[src/rtl/gxs_pkg.sv]
package gxs_pkg;
  localparam int GRP_SIZE = 3;
  localparam int NUM_GRP  = 2;
  localparam int NUM_SRC  = GRP_SIZE * NUM_GRP;

  typedef enum logic [1:0] {
    SRC_HOLD  = 2'd0,
    SRC_LOWER = 2'd1,
    SRC_UPPER = 2'd2
  } src_e;

  // Lower group always wins; upper group only when lower is idle.
  function automatic src_e pick_src(input logic lower_hit, input logic upper_hit);
    if (lower_hit)      return SRC_LOWER;
    else if (upper_hit) return SRC_UPPER;
    else                return SRC_HOLD;
  endfunction
endpackage

[src/rtl/gxs_grp_mux.sv]
module gxs_grp_mux #(
  parameter int DATA_W = 64,
  parameter int N      = 3
) (
  input  logic [N*DATA_W-1:0] words,
  input  logic [N-1:0]        en,
  output logic [DATA_W-1:0]   val,
  output logic                hit
);
  logic [DATA_W-1:0] gated [N];

  // Mask each word with its replicated enable.
  for (genvar i = 0; i < N; i++) begin : g_gate
    assign gated[i] = words[i*DATA_W +: DATA_W] & {DATA_W{en[i]}};
  end

  // OR the masked words; valid only under the zero-one-hot rule.
  always_comb begin
    val = '0;
    for (int i = 0; i < N; i++) val = val | gated[i];
  end

  assign hit = |en;
endmodule

[src/rtl/gxs_arb.sv]
module gxs_arb
  import gxs_pkg::*;
#(
  parameter int DATA_W = 64
) (
  input  logic              lower_hit,
  input  logic [DATA_W-1:0] lower_val,
  input  logic              upper_hit,
  input  logic [DATA_W-1:0] upper_val,
  output logic              load,
  output logic [DATA_W-1:0] nxt
);
  src_e src;

  assign src = pick_src(lower_hit, upper_hit);

  always_comb begin
    unique case (src)
      SRC_LOWER: nxt = lower_val;
      SRC_UPPER: nxt = upper_val;
      default:   nxt = '0;
    endcase
  end

  assign load = (src != SRC_HOLD);
endmodule

[src/rtl/gxs_oreg.sv]
module gxs_oreg #(
  parameter int DATA_W = 64
) (
  input  logic              clk,
  input  logic              rst,
  input  logic              load,
  input  logic [DATA_W-1:0] d,
  output logic [DATA_W-1:0] q
);
  always_ff @(posedge clk or posedge rst) begin
    if (rst)       q <= '0;
    else if (load) q <= d;
  end
endmodule

[src/rtl/grp_excl_sel.sv]
module grp_excl_sel
  import gxs_pkg::*;
#(
  parameter int DATA_W = 64
) (
  input  logic                        clk,
  input  logic                        rst,
  input  logic [NUM_SRC-1:0]          en,
  input  logic [NUM_SRC*DATA_W-1:0]   din,
  output logic [DATA_W-1:0]           q
);
  localparam int GRP_BITS = GRP_SIZE * DATA_W;

  logic [DATA_W-1:0] grp_val [NUM_GRP];
  logic [NUM_GRP-1:0] grp_hit;

  for (genvar g = 0; g < NUM_GRP; g++) begin : g_grp
    gxs_grp_mux #(.DATA_W(DATA_W), .N(GRP_SIZE)) u_mux (
      .words (din[g*GRP_BITS +: GRP_BITS]),
      .en    (en[g*GRP_SIZE +: GRP_SIZE]),
      .val   (grp_val[g]),
      .hit   (grp_hit[g])
    );
  end

  // Named internal events for the checker.
  logic              lower_hit;
  logic              upper_hit;
  logic              load;
  logic [DATA_W-1:0] nxt;

  assign lower_hit = grp_hit[0];
  assign upper_hit = grp_hit[1];

  gxs_arb #(.DATA_W(DATA_W)) u_arb (
    .lower_hit (lower_hit),
    .lower_val (grp_val[0]),
    .upper_hit (upper_hit),
    .upper_val (grp_val[1]),
    .load      (load),
    .nxt       (nxt)
  );

  gxs_oreg #(.DATA_W(DATA_W)) u_oreg (
    .clk  (clk),
    .rst  (rst),
    .load (load),
    .d    (nxt),
    .q    (q)
  );
endmodule

[config.mk]
export PLATFORM = sky130hd
export DESIGN_NAME = grp_excl_sel
export DESIGN_NICKNAME = d
export VERILOG_FILES = /design/src/rtl/gxs_pkg.sv /design/src/rtl/gxs_grp_mux.sv /design/src/rtl/gxs_arb.sv /design/src/rtl/gxs_oreg.sv /design/src/rtl/grp_excl_sel.sv
export SDC_FILE = /design/constraint.sdc
export NUM_CORES = 1
export LEC_CHECK = 0
export CAP_MARGIN = 20
export CORE_AREA = 2 2 180 182
export CTS_BUF_LIST = sky130_fd_sc_hd__clkbuf_8
export CTS_CLUSTER_DIAMETER = 200
export DETAILED_ROUTE_END_ITERATION = 10
export DIE_AREA = 0 0 182 184
export PLACE_DENSITY_LB_ADDON = 0.25
export SYNTH_ARGS = -nofsm -noshare
export SYNTH_HDL_FRONTEND = slang
export SYNTH_HIERARCHICAL = 1
export SYNTH_SLANG_ARGS = --single-unit
[constraint.sdc]
create_clock -name clk -period 2.8 [get_ports clk]
set_clock_uncertainty 0.15 [all_clocks]
set_input_delay 0.56 -clock clk [delete_from_list [all_inputs] [get_ports clk]]
set_output_delay 0.56 -clock clk [all_outputs]
set_load 0.01 [all_outputs]
Word-level counts from Yosys, hierarchy flattened:

Cells that the tools add are included.
Widths: inputs -> output; s select.

* register bits after elaboration: 64
* latch bits: 0
* RAM bits: 0
* ROM bits: 0
* input port bits: 392
* output and inout bits: 64
* logic and storage cells: 19
* memories kept: 0

* add/subtract/negate cells: 0
* $mul: 0
* div/mod/pow operators: 0
* magnitude comparators: 0
* equal/unequal tests: 2
* shift-type cells: 0
* multiplexer cells: 3
* bitwise operators: 10
* reduce and logical (&&, ||, !) cells: 3

Operator list (count)
* $and 64x64->64: 6
* $or 64x64->64: 4
* $pmux 64 s2: 1
* $reduce_or 3->1: 2
* $mux 2: 2
* $eq 2x1->1 const B: 1
* $eq 2x2->1 const B: 1
* $reduce_bool 2->1: 1

Logic depth before layout (Yosys ltp):

Gate-level depths: netlist (run 1).

* depth in word-level cells: 5
* mapped depth: 7
* depth with buffers taken out: 5

Hierarchy:

Netlist (run 1), hierarchy kept.

By module, submodules not included
* gxs_oreg: times used 1, cells each 136, area each 2682.6 um^2, sequential area each 1601.5 um^2
* gxs_grp_mux: times used 2, cells each 150, area each 1063.5 um^2, sequential area each 0.0 um^2
* gxs_arb: times used 1, cells each 82, area each 693.2 um^2, sequential area each 0.0 um^2

Worst setup path after synthesis (run 1):

OpenSTA, ideal clock, no wires.

* path kind: input-to-reg
* start point: input port en[0]
* end point: register u_oreg.q[0]
* setup time: 125 ps
* arrival time: 2088 ps
* data required time: 2525 ps
* slack: 437 ps
* cell stages on the path: 7
* path buffers: 4
* path through: buf_6 -> or3_1 -> buf_4 -> or2_1 -> buf_6 -> buf_12 -> mux2_4

* elaborated cells on any way between the ends: 9
* those cells by class: eq/ne: 2; mux: 2; bitwise: 3; reduce/logical: 2

RTL lines
* start: declaration: RTL line grp_excl_sel.sv:8 `input logic [NUM_SRC-1:0] en,`
* $reduce_or 3->1: RTL line gxs_grp_mux.sv:23 `assign hit = |en;`
* named net lower_hit: RTL line grp_excl_sel.sv:27 `logic lower_hit;`
* $mux 2: RTL line gxs_pkg.sv:14 `if (lower_hit) return SRC_LOWER;`
* $reduce_bool 2->1: RTL line gxs_arb.sv:25 `assign load = (src != SRC_HOLD);`
* named net load: RTL line grp_excl_sel.sv:29 `logic load;`
* end signal: assignment: RTL line gxs_oreg.sv:11 `if (rst) q <= '0;`
* end signal: assignment: RTL line gxs_oreg.sv:12 `else if (load) q <= d;`
* end: declaration: RTL line gxs_oreg.sv:8 `output logic [DATA_W-1:0] q`

The timed path passes the listed nets, and every way through them passes these cells.
A chain may end at the register's enable or synchronous reset.

Worst setup path in the final report (run 1):

* start point: input port en[4]
* end point: register u_oreg.q[49]

* cells in the longest elaborated chain, start to end: 5
* elaborated cells on any way between the ends: 10
* those cells by class: eq/ne: 2; mux: 3; bitwise: 3; reduce/logical: 2

RTL lines
* $reduce_or 3->1 (*): RTL line gxs_grp_mux.sv:23
* named net upper_hit: RTL line grp_excl_sel.sv:28 `logic upper_hit;`
* $mux 2 (*): RTL line gxs_pkg.sv:15 `else if (upper_hit) return SRC_UPPER;`
* $mux 2 (*): RTL line gxs_pkg.sv:14
* $eq 2x2->1 or $eq 2x1->1 (tied branches): RTL line gxs_arb.sv:18 `unique case (src)`
* $pmux 64 s2 (*): RTL line gxs_arb.sv:18
* named net nxt[49]: RTL line grp_excl_sel.sv:30 `logic [DATA_W-1:0] nxt;`

Mark *: on every way through the listed nets, which the timed path passes. The rest lies on a longest branch.

==> results of run 1 <==
-- cells by family after synthesis --
kind of cell / count (synthesis) / share of synthesized area, %
muxes: 64 / 17.2
DFF: 64 / 29.1
buffers and inverters: 192 / 19.7
and+or+nand+nor: 6 / 0.637
AOI/OAI and AO/OA: 192 / 33.4
-- cells in the final DEF, fill, tap and decap left out --
cell type	instances
sky130_fd_sc_hd__buf_12	3
sky130_fd_sc_hd__or2_4	1
sky130_fd_sc_hd__buf_2	6
sky130_fd_sc_hd__a222oi_1	128
sky130_fd_sc_hd__clkdlybuf4s50_1	449
sky130_fd_sc_hd__nor2b_4	1
sky130_fd_sc_hd__clkinv_2	2
sky130_fd_sc_hd__mux2_2	4
sky130_fd_sc_hd__clkinv_4	2
sky130_fd_sc_hd__inv_1	128
sky130_fd_sc_hd__o21ai_1	1
sky130_fd_sc_hd__buf_4	10
sky130_fd_sc_hd__mux2_4	60
sky130_fd_sc_hd__dfrtp_1	64
sky130_fd_sc_hd__inv_6	1
sky130_fd_sc_hd__clkbuf_8	10
sky130_fd_sc_hd__nand2_1	2
sky130_fd_sc_hd__bufinv_16	2
sky130_fd_sc_hd__a22o_1	63
sky130_fd_sc_hd__or3_4	1
sky130_fd_sc_hd__or3_1	1
-- worst min path at each step --
stage,from,to,slack [ns],depth (start not counted)
after floorplan,u_oreg/q[25],u_oreg/q[25],0.40,1
after global placement,u_oreg/q[26],u_oreg/q[26],0.34,1
after detailed placement,u_oreg/q[6],u_oreg/q[6],0.34,1
after CTS,u_oreg/q[27],u_oreg/q[27],0.36,1
after global routing,u_oreg/q[21],u_oreg/q[21],0.39,1
final,u_oreg/q[26],u_oreg/q[26],0.36,1
-- area by class of cell --
type	instances	area, um2
fillers	3222	21100
repair buffers	468	4660
multi-input cells	262	2830
flip-flops and latches	64	1600
well taps	402	503
inverters	129	485
clock buffers	10	138
clock inverters	6	91.3
-- power breakdown --
part / total, mW / switching [mW] / internal [mW]
Clock: 0.941 / 0.411 / 0.531
Combinational: 1.51 / 0.522 / 0.985
Sequential: 1.09 / 0.0678 / 1.03
-- worst max-delay path, delay by kind of cell --
family | cells | cell delay [ns]
AOI/OAI and AO/OA | 1 | 0.15
buffers and inverters | 2 | 0.40
muxes | 1 | 0.14
and+or+nand+nor | 2 | 1.10
-- metrics by stage --
stage                     util, %  hold slack [ns]  setup WS [ns]  area [um2]
after floorplan                 -            0.401          0.437        5500
after global placement       32.1            0.341          0.177       10100
after detailed placement     32.1            0.344          0.106       10100
after CTS                    32.8            0.364          0.503       10300
after global routing         32.8            0.385          0.428       10300
final                        32.8            0.360          0.531       10300
-- routing by layer --
metal  global-route usage (%)  up-vias  share of wire, %
met5                        0        -             0.048
met4                     4.90        2               2.2
met3                     4.46       34               9.1
met2                     26.6      371                48
met1                     18.0     3044                40
li1                         -     2914                 -
==> impl_metrics.json, run 1 <==
{
  "crit_path_max_fanout": 32,
  "seq_total_area_yosys_pct": 29.1,
  "wire_length_of_the_first_global_routing_pass_mm": 38.9,
  "overflow": 0,
  "syn-mean-instance-area_um2": 10.6,
  "die_area_um2": 33500,
  "cts.sinks": 64,
  "ant_nets": 0,
  "ctsHtreeMaxLevel": 3,
  "setup_viol": 0,
  "ys_top_cells_by_area": "sky130_fd_sc_hd__dfrtp_1 (29%), sky130_fd_sc_hd__a222oi_1 (23%), sky130_fd_sc_hd__mux2_4 (16%), sky130_fd_sc_hd__a22o_1 (10%), sky130_fd_sc_hd__inv_1 (8.8%)",
  "cp_data_arrival_time_ns": 2.41,
  "maximum_number_of_pins_on_one_net_before_global_route_repair": 65,
  "route.detailed.vias_per_inst": 4.75,
  "timing.slew.headroom_pct": 39.3,
  "synth_commonest_cells": "sky130_fd_sc_hd__inv_1 (129), sky130_fd_sc_hd__a222oi_1 (128), sky130_fd_sc_hd__dfrtp_1 (64)",
  "syn_area_um2": 5500,
  "result_of_the_run": "finished clean",
  "largest_register_ffs": 64,
  "place.detailed.instances": 1325,
  "tritoncts": "yes",
  "largestRegisters": "u_oreg/q: 64 flops",
  "beginning_of_the_critical_path": "en[4]",
  "grt_pass1_vias": 6623,
  "critical_path.reg2reg.endpoint": "u_oreg/q[44]",
  "globalRouteTotalUtil_pct": 15.2,
  "crit_type": "in -> reg",
  "setup.worst_path.start_class": "input pin",
  "flow.area_growth_from_synthesis_pct": 87.4,
  "post-layout-total-power_mw": 3.54,
  "synthesis.instances": 518,
  "cts_post_setup_buffers_inserted": 0,
  "registers.top_by_ff_count": "u_oreg/q",
  "hold_class": "reg -> reg",
  "setup_repair_after_global_routing_missed_its_margin": "no",
  "antenna_found_initial": 1,
  "crit_path_slowest_cell": "sky130_fd_sc_hd__nor2b_4",
  "cts_max_path_buffers": 2,
  "ys.flop_type": "sky130_fd_sc_hd__dfrtp_1",
  "fmax_mhz": 441,
  "routed_wirelength_mm": 27.2,
  "hold_buffer_count_at_cts": 0,
  "cts_repair_resize_count": 0,
  "tritoncts.num_buffers": 9,
  "floorplan.core_area_um2": 31400,
  "num-nets-final": 1326,
  "layoutNonFillerInstCount": 1341,
  "initial_core_util_pct": 17.5,
  "drc": 0,
  "crit_required_ns": 2.94,
  "boundaryPins": 456,
  "firstDrtPassIters": 6,
  "timing.reg2reg.worst_path_depth": 1,
  "ys_warn_count": 6,
  "cp_cell_sequence": "buf_2 > or3_1 > nor2b_4 > buf_12 > a22o_1 > mux2_4",
  "clk_pin_slew_ns": 0.07,
  "timing.critical_path.slowest_cell_delay_ns": 0.81,
  "synth_most_common_cell": "sky130_fd_sc_hd__inv_1",
  "power.leakage_nw": 4.43,
  "ff2ff_setup_slack_ns": 1.83,
  "number_of_enable_flip_flop_cells_after_synthesis": 0,
  "clock-root-buffer": "sky130_fd_sc_hd__clkbuf_8",
  "peakVddDrop_v": 0.000207,
  "rr_startpoint": "u_oreg/q[44]",
  "clock_latency_reported_for_the_late_side_of_the_worst_skew_pair_ns": 0.35,
  "standard_cell_row_count": 65,
  "worst_slew_pin_slew_ns": 0.909,
  "synth-seq-cells": 64,
  "yosys.area.top_type_share_pct": 29.1,
  "buffer_ports.inserted": 455,
  "final_max_tran_viols": 0,
  "end_kind": "flip-flop",
  "setup.worst_path.end": "u_oreg/q[49]",
  "hpwlAfterDp_mm": 20.3,
  "drive_above_1_share_pct": 11.0,
  "power.density_nw_per_um2": 344,
  "maxCapViolCount": 0,
  "drt-wirelength-per-cell_um": 20.3,
  "final_hold_viol_count": 0,
  "yosysUniqueCellTypes": 16,
  "die_h_um": 184,
  "route.vias.total": 6365,
  "detail_route.iter0.violations": 734,
  "synthesis.nets": 910,
  "die_w_um": 182,
  "fin_crit_sh_pct": 81.0,
  "synth_top_area_cell": "sky130_fd_sc_hd__dfrtp_1",
  "timing.final.crit_period_ns": 2.27,
  "place_congestion": 0.743,
  "timing.setup.tns_ns": 0,
  "asyncSetResetFlopFracSynth_pct": 100,
  "antenna_diodes": 0
}
No activity file was read; power rests on OpenSTA's default activity.
==> run 2: changes to the inputs <==
CORE_AREA = 2 2 177 179   (was 2 2 180 182)
DIE_AREA = 0 0 179 181   (was 0 0 182 184)
clock period = 1.98 ns   (was 2.8 ns; I/O delays follow)
==> run 2 against run 1 <==
Power grew 38%. Critical path type is now reg -> out. Die area shrank 3.3%. Highest routed layer is now met4. Register-to-register slack lost 0.79 ns. Non-clock buffer count grew 19. First-iteration DRC count shrank 16%. Cell count grew 0.97%. Clock power grew 24%.
==> impl_metrics.json, run 2 (synthesis results as in run 1) <==
{
  "result_of_the_run": "finished clean",
  "power.density_nw_per_um2": 463,
  "timing.slew.headroom_pct": 68.5,
  "top_layer": "met4",
  "worst_slew_pin_slew_ns": 0.473,
  "final_max_tran_viols": 0,
  "layout.cells.most_common": "sky130_fd_sc_hd__clkdlybuf4s50_1",
  "ctsHtreeMaxLevel": 3,
  "crit_path_slowest_cell": "sky130_fd_sc_hd__clkdlybuf4s50_1",
  "largest_register_ffs": 64,
  "tritoncts": "yes",
  "maxCapViolCount": 0,
  "cp_cell_sequence": "clkdlybuf4s50_1",
  "maximum_number_of_pins_on_one_net_before_global_route_repair": 65,
  "boundaryPins": 456,
  "rr_startpoint": "u_oreg/q[5]",
  "cts.sinks": 64,
  "cp_top_family": "buffers and inverters",
  "drc": 0,
  "die_area_um2": 32400,
  "detailroute.wirelength.met2_mm": 13.6,
  "post-layout-total-power_mw": 4.90,
  "cts_max_path_buffers": 2,
  "cp_data_arrival_time_ns": 1.31,
  "fmax_mhz": 539,
  "flow.area_growth_from_synthesis_pct": 92.5,
  "path_depth": 1,
  "setup_repair_after_global_routing_missed_its_margin": "no",
  "peakVddDrop_v": 0.000331,
  "timing.critical_path.slowest_cell_delay_ns": 0.58,
  "drive_above_1_share_pct": 12.5,
  "timing.final.crit_period_ns": 1.85,
  "most-common-layout-cells": "sky130_fd_sc_hd__clkdlybuf4s50_1 (448), sky130_fd_sc_hd__inv_1 (130), sky130_fd_sc_hd__a222oi_1 (128)",
  "detail_route.iter0.violations": 620,
  "num-nets-final": 1345,
  "setup.worst_path.start_class": "flip-flop",
  "clock_latency_reported_for_the_late_side_of_the_worst_skew_pair_ns": 0.35,
  "timing.reg2reg.worst_path_depth": 1,
  "buffer_ports.inserted": 455,
  "antenna_diodes": 0,
  "route.layer.met1.wl_mm": 10.1,
  "ant_nets": 0,
  "crit_type": "reg -> out",
  "wire_length_of_the_first_global_routing_pass_mm": 38.8,
  "clk_pin_slew_ns": 0.08,
  "hpwlAfterDp_mm": 21.0,
  "die_w_um": 179,
  "power.leakage_nw": 4.58,
  "largestRegisters": "u_oreg/q: 64 flops",
  "fin_crit_sh_pct": 93.6,
  "cts_post_setup_buffers_inserted": 0,
  "standard_cell_row_count": 64,
  "die_h_um": 181,
  "registers.top_by_ff_count": "u_oreg/q",
  "crit_path_max_fanout": 2,
  "crit_buf_inv": 1,
  "antenna_found_initial": 0,
  "globalRouteTotalUtil_pct": 15.7,
  "end_kind": "output port",
  "routed_wirelength_mm": 26.9,
  "route.vias.total": 6368,
  "overflow": 0,
  "final_hold_viol_count": 0,
  "setup_viol": 0,
  "post-route-util_pct": 34.9,
  "wl_met3_mm": 2.67,
  "grt_pass1_vias": 6736,
  "initial_core_util_pct": 18.1,
  "crit_required_ns": 1.43,
  "beginning_of_the_critical_path": "u_oreg/q[26]",
  "drt-wirelength-per-cell_um": 19.9,
  "floorplan.core_area_um2": 30300,
  "firstDrtPassIters": 6,
  "hold_class": "in -> async",
  "clock-root-buffer": "sky130_fd_sc_hd__clkbuf_8",
  "route.detailed.vias_per_inst": 4.70,
  "place_congestion": 0.775,
  "tritoncts.num_buffers": 9
}
==> run 2: cell count changes in the layout (fill, tap and decap cells not counted), sizes merged <==
cell and delta:
buf +19, clkinv -3, clkinvlp +3, bufinv -1, clkdlybuf4s50 -1, dlymetal6s2s +1, inv +1
==> run 2: path summary, 6_finish.rpt <==
path                                      to  slack (ns)
worst max-delay path                   q[26]        0.13
worst min-delay path            u_oreg/q[37]        0.33
worst max register to register   u_oreg/q[5]        1.04
worst min register to register  u_oreg/q[27]        0.36
max in group asynchronous       u_oreg/q[61]        1.03
min in group clk                u_oreg/q[27]        0.36
==> run 2: timing repair <==
item | CTS | global route
endpoints found under the setup margin | 0 | 1
hold buffers | 0 | 0
gates resized for setup | 0 | 1
==> run 2: layout make-up <==
type	instances	area [um2]
clock inverters	6	61.3
repair buffers	487	4980
inverters	129	488
clock buffers	10	138
fillers	3067	19800
multi-input cells	262	2830
well taps	396	495
flip-flops and latches	64	1600
==> run 2: through the flow <==
stage	setup slack, ns	setup TNS [ns]	cell area (um2)	instances	hold WS, ns
finish	0.126	0	10600	1354	0.331
global route	0.0217	0	10600	1354	0.352
detailed placement	-0.212	-7.23	10400	1338	0.342
floorplan	-0.156	-9.43	5520	518	0.377
global placement	-0.270	-6.09	10400	1338	0.343
CTS	0.0141	0	10600	1354	0.317
==> run 2: power breakdown <==
group	internal [mW]	leakage (nW)	switching (mW)
clock	0.610	0.101	0.564
sequential	1.45	0.733	0.0880
combinational	1.45	3.74	0.740
total	3.51	4.58	1.39
==> run 2: layer usage <==
| metal | global-route usage [%] | vias up |
|---|---|---|
| met2 | 28.8 | 348 |
| met3 | 4.08 | 26 |
| met5 | 0 | - |
| met1 | 17.4 | 3044 |
| met4 | 4.68 | 0 |
| li1 | - | 2950 |
==> run 3: changes to the inputs <==
GPL_TIMING_DRIVEN = 0   (was not set)
SLEW_MARGIN = 20   (was not set)
==> run 3 against run 2 <==
Clock-buffer cell count stayed put. Die area unchanged. Utilization is 0.60 points higher. Design area increased by 1.7%. Maximum frequency fell by 4.8%. Routed wire length is 9.3% higher.
==> impl_metrics.json, run 3 (synthesis results as in run 1) <==
{
  "comb_power_share_pct": 44.1,
  "most-common-layout-cells": "sky130_fd_sc_hd__clkdlybuf4s50_1 (448), sky130_fd_sc_hd__inv_1 (131), sky130_fd_sc_hd__a222oi_1 (128)",
  "final_hold_viol_count": 0,
  "cts.sinks": 64,
  "post-layout-total-power_mw": 5.07,
  "place.detailed.instances": 1365,
  "hold_class": "in -> async",
  "setup_slack_ns": 0.0332,
  "hpwlAfterDp_mm": 23.5,
  "standard_cell_row_count": 64,
  "cell_internal_pwr_mw": 3.64,
  "clock-root-buffer": "sky130_fd_sc_hd__clkbuf_8",
  "drive_above_1_share_pct": 14.0,
  "p_sw_mw": 1.43,
  "drc": 0,
  "fin_crit_sh_pct": 98.3,
  "dp_slack_ns": -0.399,
  "multiInputGateArea_um2": 2830,
  "hold_buffer_count_at_cts": 0,
  "flow.area_growth_from_synthesis_pct": 95.9,
  "post-route-util_pct": 35.5,
  "crit_path_max_fanout": 10,
  "num-nets-final": 1372,
  "die_w_um": 179,
  "boundaryPins": 456,
  "crit_required_ns": 2.06,
  "route.detailed.vias_per_inst": 4.72,
  "fmax_mhz": 514,
  "maximum_number_of_pins_on_one_net_before_global_route_repair": 32,
  "overflow": 0,
  "seqCellArea_um2": 1600,
  "ctsHtreeMaxLevel": 3,
  "setup.worst_path.start_class": "input pin",
  "setup_repair_after_global_routing_missed_its_margin": "no",
  "power.leakage_nw": 4.69,
  "die_h_um": 181,
  "wire_length_of_the_first_global_routing_pass_mm": 41.4,
  "timing.slew.headroom_pct": 60.9,
  "cp_data_arrival_time_ns": 2.02,
  "clock_latency_reported_for_the_late_side_of_the_worst_skew_pair_ns": 0.35,
  "registers.top_by_ff_count": "u_oreg/q",
  "largestRegisters": "u_oreg/q: 64 flops",
  "floorplan.core_area_um2": 30300,
  "ff2ff_setup_slack_ns": 1.04,
  "clk_pin_slew_ns": 0.08,
  "buffer_ports.inserted": 449,
  "route.vias.total": 6515,
  "die_area_um2": 32400,
  "firstDrtPassIters": 7,
  "largest_register_ffs": 64,
  "routed_wirelength_mm": 29.4,
  "layout.cells.most_common": "sky130_fd_sc_hd__clkdlybuf4s50_1",
  "seq_power_share_pct": 30.3,
  "grt_pass1_vias": 7009,
  "place_congestion": 0.831,
  "cts_post_setup_buffers_inserted": 0,
  "initial_core_util_pct": 18.1,
  "peakVddDrop_v": 0.000329,
  "tritoncts": "yes",
  "antenna_diodes": 0,
  "pwr-share-clk_pct": 25.6,
  "setup_viol": 0,
  "crit_type": "in -> reg",
  "ant_nets": 0,
  "worst_slew_pin_slew_ns": 0.586,
  "power.density_nw_per_um2": 470,
  "nFillCells": 3129,
  "globalRouteTotalUtil_pct": 17.1,
  "drt-wirelength-per-cell_um": 21.3,
  "tritoncts.num_buffers": 9,
  "detail_route.iter0.violations": 570,
  "timing.final.crit_period_ns": 1.95,
  "maxCapViolCount": 0,
  "final_max_tran_viols": 0,
  "antenna_found_initial": 0,
  "switching_share_pct": 28.2,
  "cts_max_path_buffers": 2,
  "layoutNonFillerInstCount": 1381,
  "result_of_the_run": "finished clean",
  "end_kind": "flip-flop"
}
## run 3: cell types whose count changed in the layout (fill, tap and decap cells not counted), sizes merged
cell      before  now
inv          130  131
clkbuf        10   18
buf           38   57
bufinv         1    2
clkinvlp       3    1
## run 3: path summary, 6_finish.rpt
kind	start	endpoint	depth (start not counted)
setup reg to reg	u_oreg/q[9]	u_oreg/q[9]	1
hold / removal	rst	u_oreg/q[29]	2
hold reg to reg	u_oreg/q[44]	u_oreg/q[44]	1
min in group clk	u_oreg/q[44]	u_oreg/q[44]	1
max in group asynchronous	rst	u_oreg/q[55]	3
setup / recovery	en[1]	u_oreg/q[31]	7
## run 3: timing repair
item,4_1_cts,5_1_grt
hold endpoints to repair,0,0
gates cloned,0,0
gates resized for setup,1,2
endpoints found under the setup margin,7,3
## run 3: power groups by stage
| stage | Clock (mW) | Combinational, mW | Sequential, mW |
|---|---|---|---|
| after floorplan | 0 | 0.822 | 1.62 |
| after global placement | 0 | 2.24 | 1.56 |
| after detailed placement | 0 | 2.25 | 1.56 |
| after CTS | 1.38 | 2.26 | 1.54 |
| after global routing | 1.44 | 2.38 | 1.56 |
| final | 1.30 | 2.24 | 1.54 |
## run 3: cell type report
class / instances / area share, %
Clock inverter: 6 / 0.708
Buffer: 63 / 5.69
Sequential cell: 64 / 14.9
Inverter: 129 / 4.53
Timing Repair Buffer: 451 / 42.1
Tap cell: 396 / 4.60
Multi-Input combinational cell: 262 / 26.2
Clock buffer: 10 / 1.28
## run 3: worst max-delay path, stage by stage
cell and delay, ns:
sky130_fd_sc_hd__buf_6 0.15, sky130_fd_sc_hd__or3_4 0.41, sky130_fd_sc_hd__buf_6 0.18, sky130_fd_sc_hd__or2_1 0.22, sky130_fd_sc_hd__buf_6 0.18, sky130_fd_sc_hd__buf_12 0.17
sky130_fd_sc_hd__mux2_4 0.30
## run 3: per-layer routing
metal,track usage (%),vias to the layer above,share of wire (%)
met5,0,-,0
met4,4.03,0,1.2
met3,4.08,21,8.8
met2,31.8,359,51
met1,19.4,3128,39
li1,-,3007,-
## run 3: metrics by stage
| step | hold slack [ns] | setup TNS, ns | instance area [um2] |
|---|---|---|---|
| 6_report | 0.171 | 0 | 10800 |
| 5_1_grt | 0.147 | 0 | 10800 |
| 4_1_cts | 0.130 | 0 | 10800 |
| 3_5_place_dp | 0.341 | -24.86 | 10600 |
| 3_3_place_gp | 0.341 | -41.16 | 10500 |
| 2_1_floorplan | 0.377 | -9.43 | 5520 |
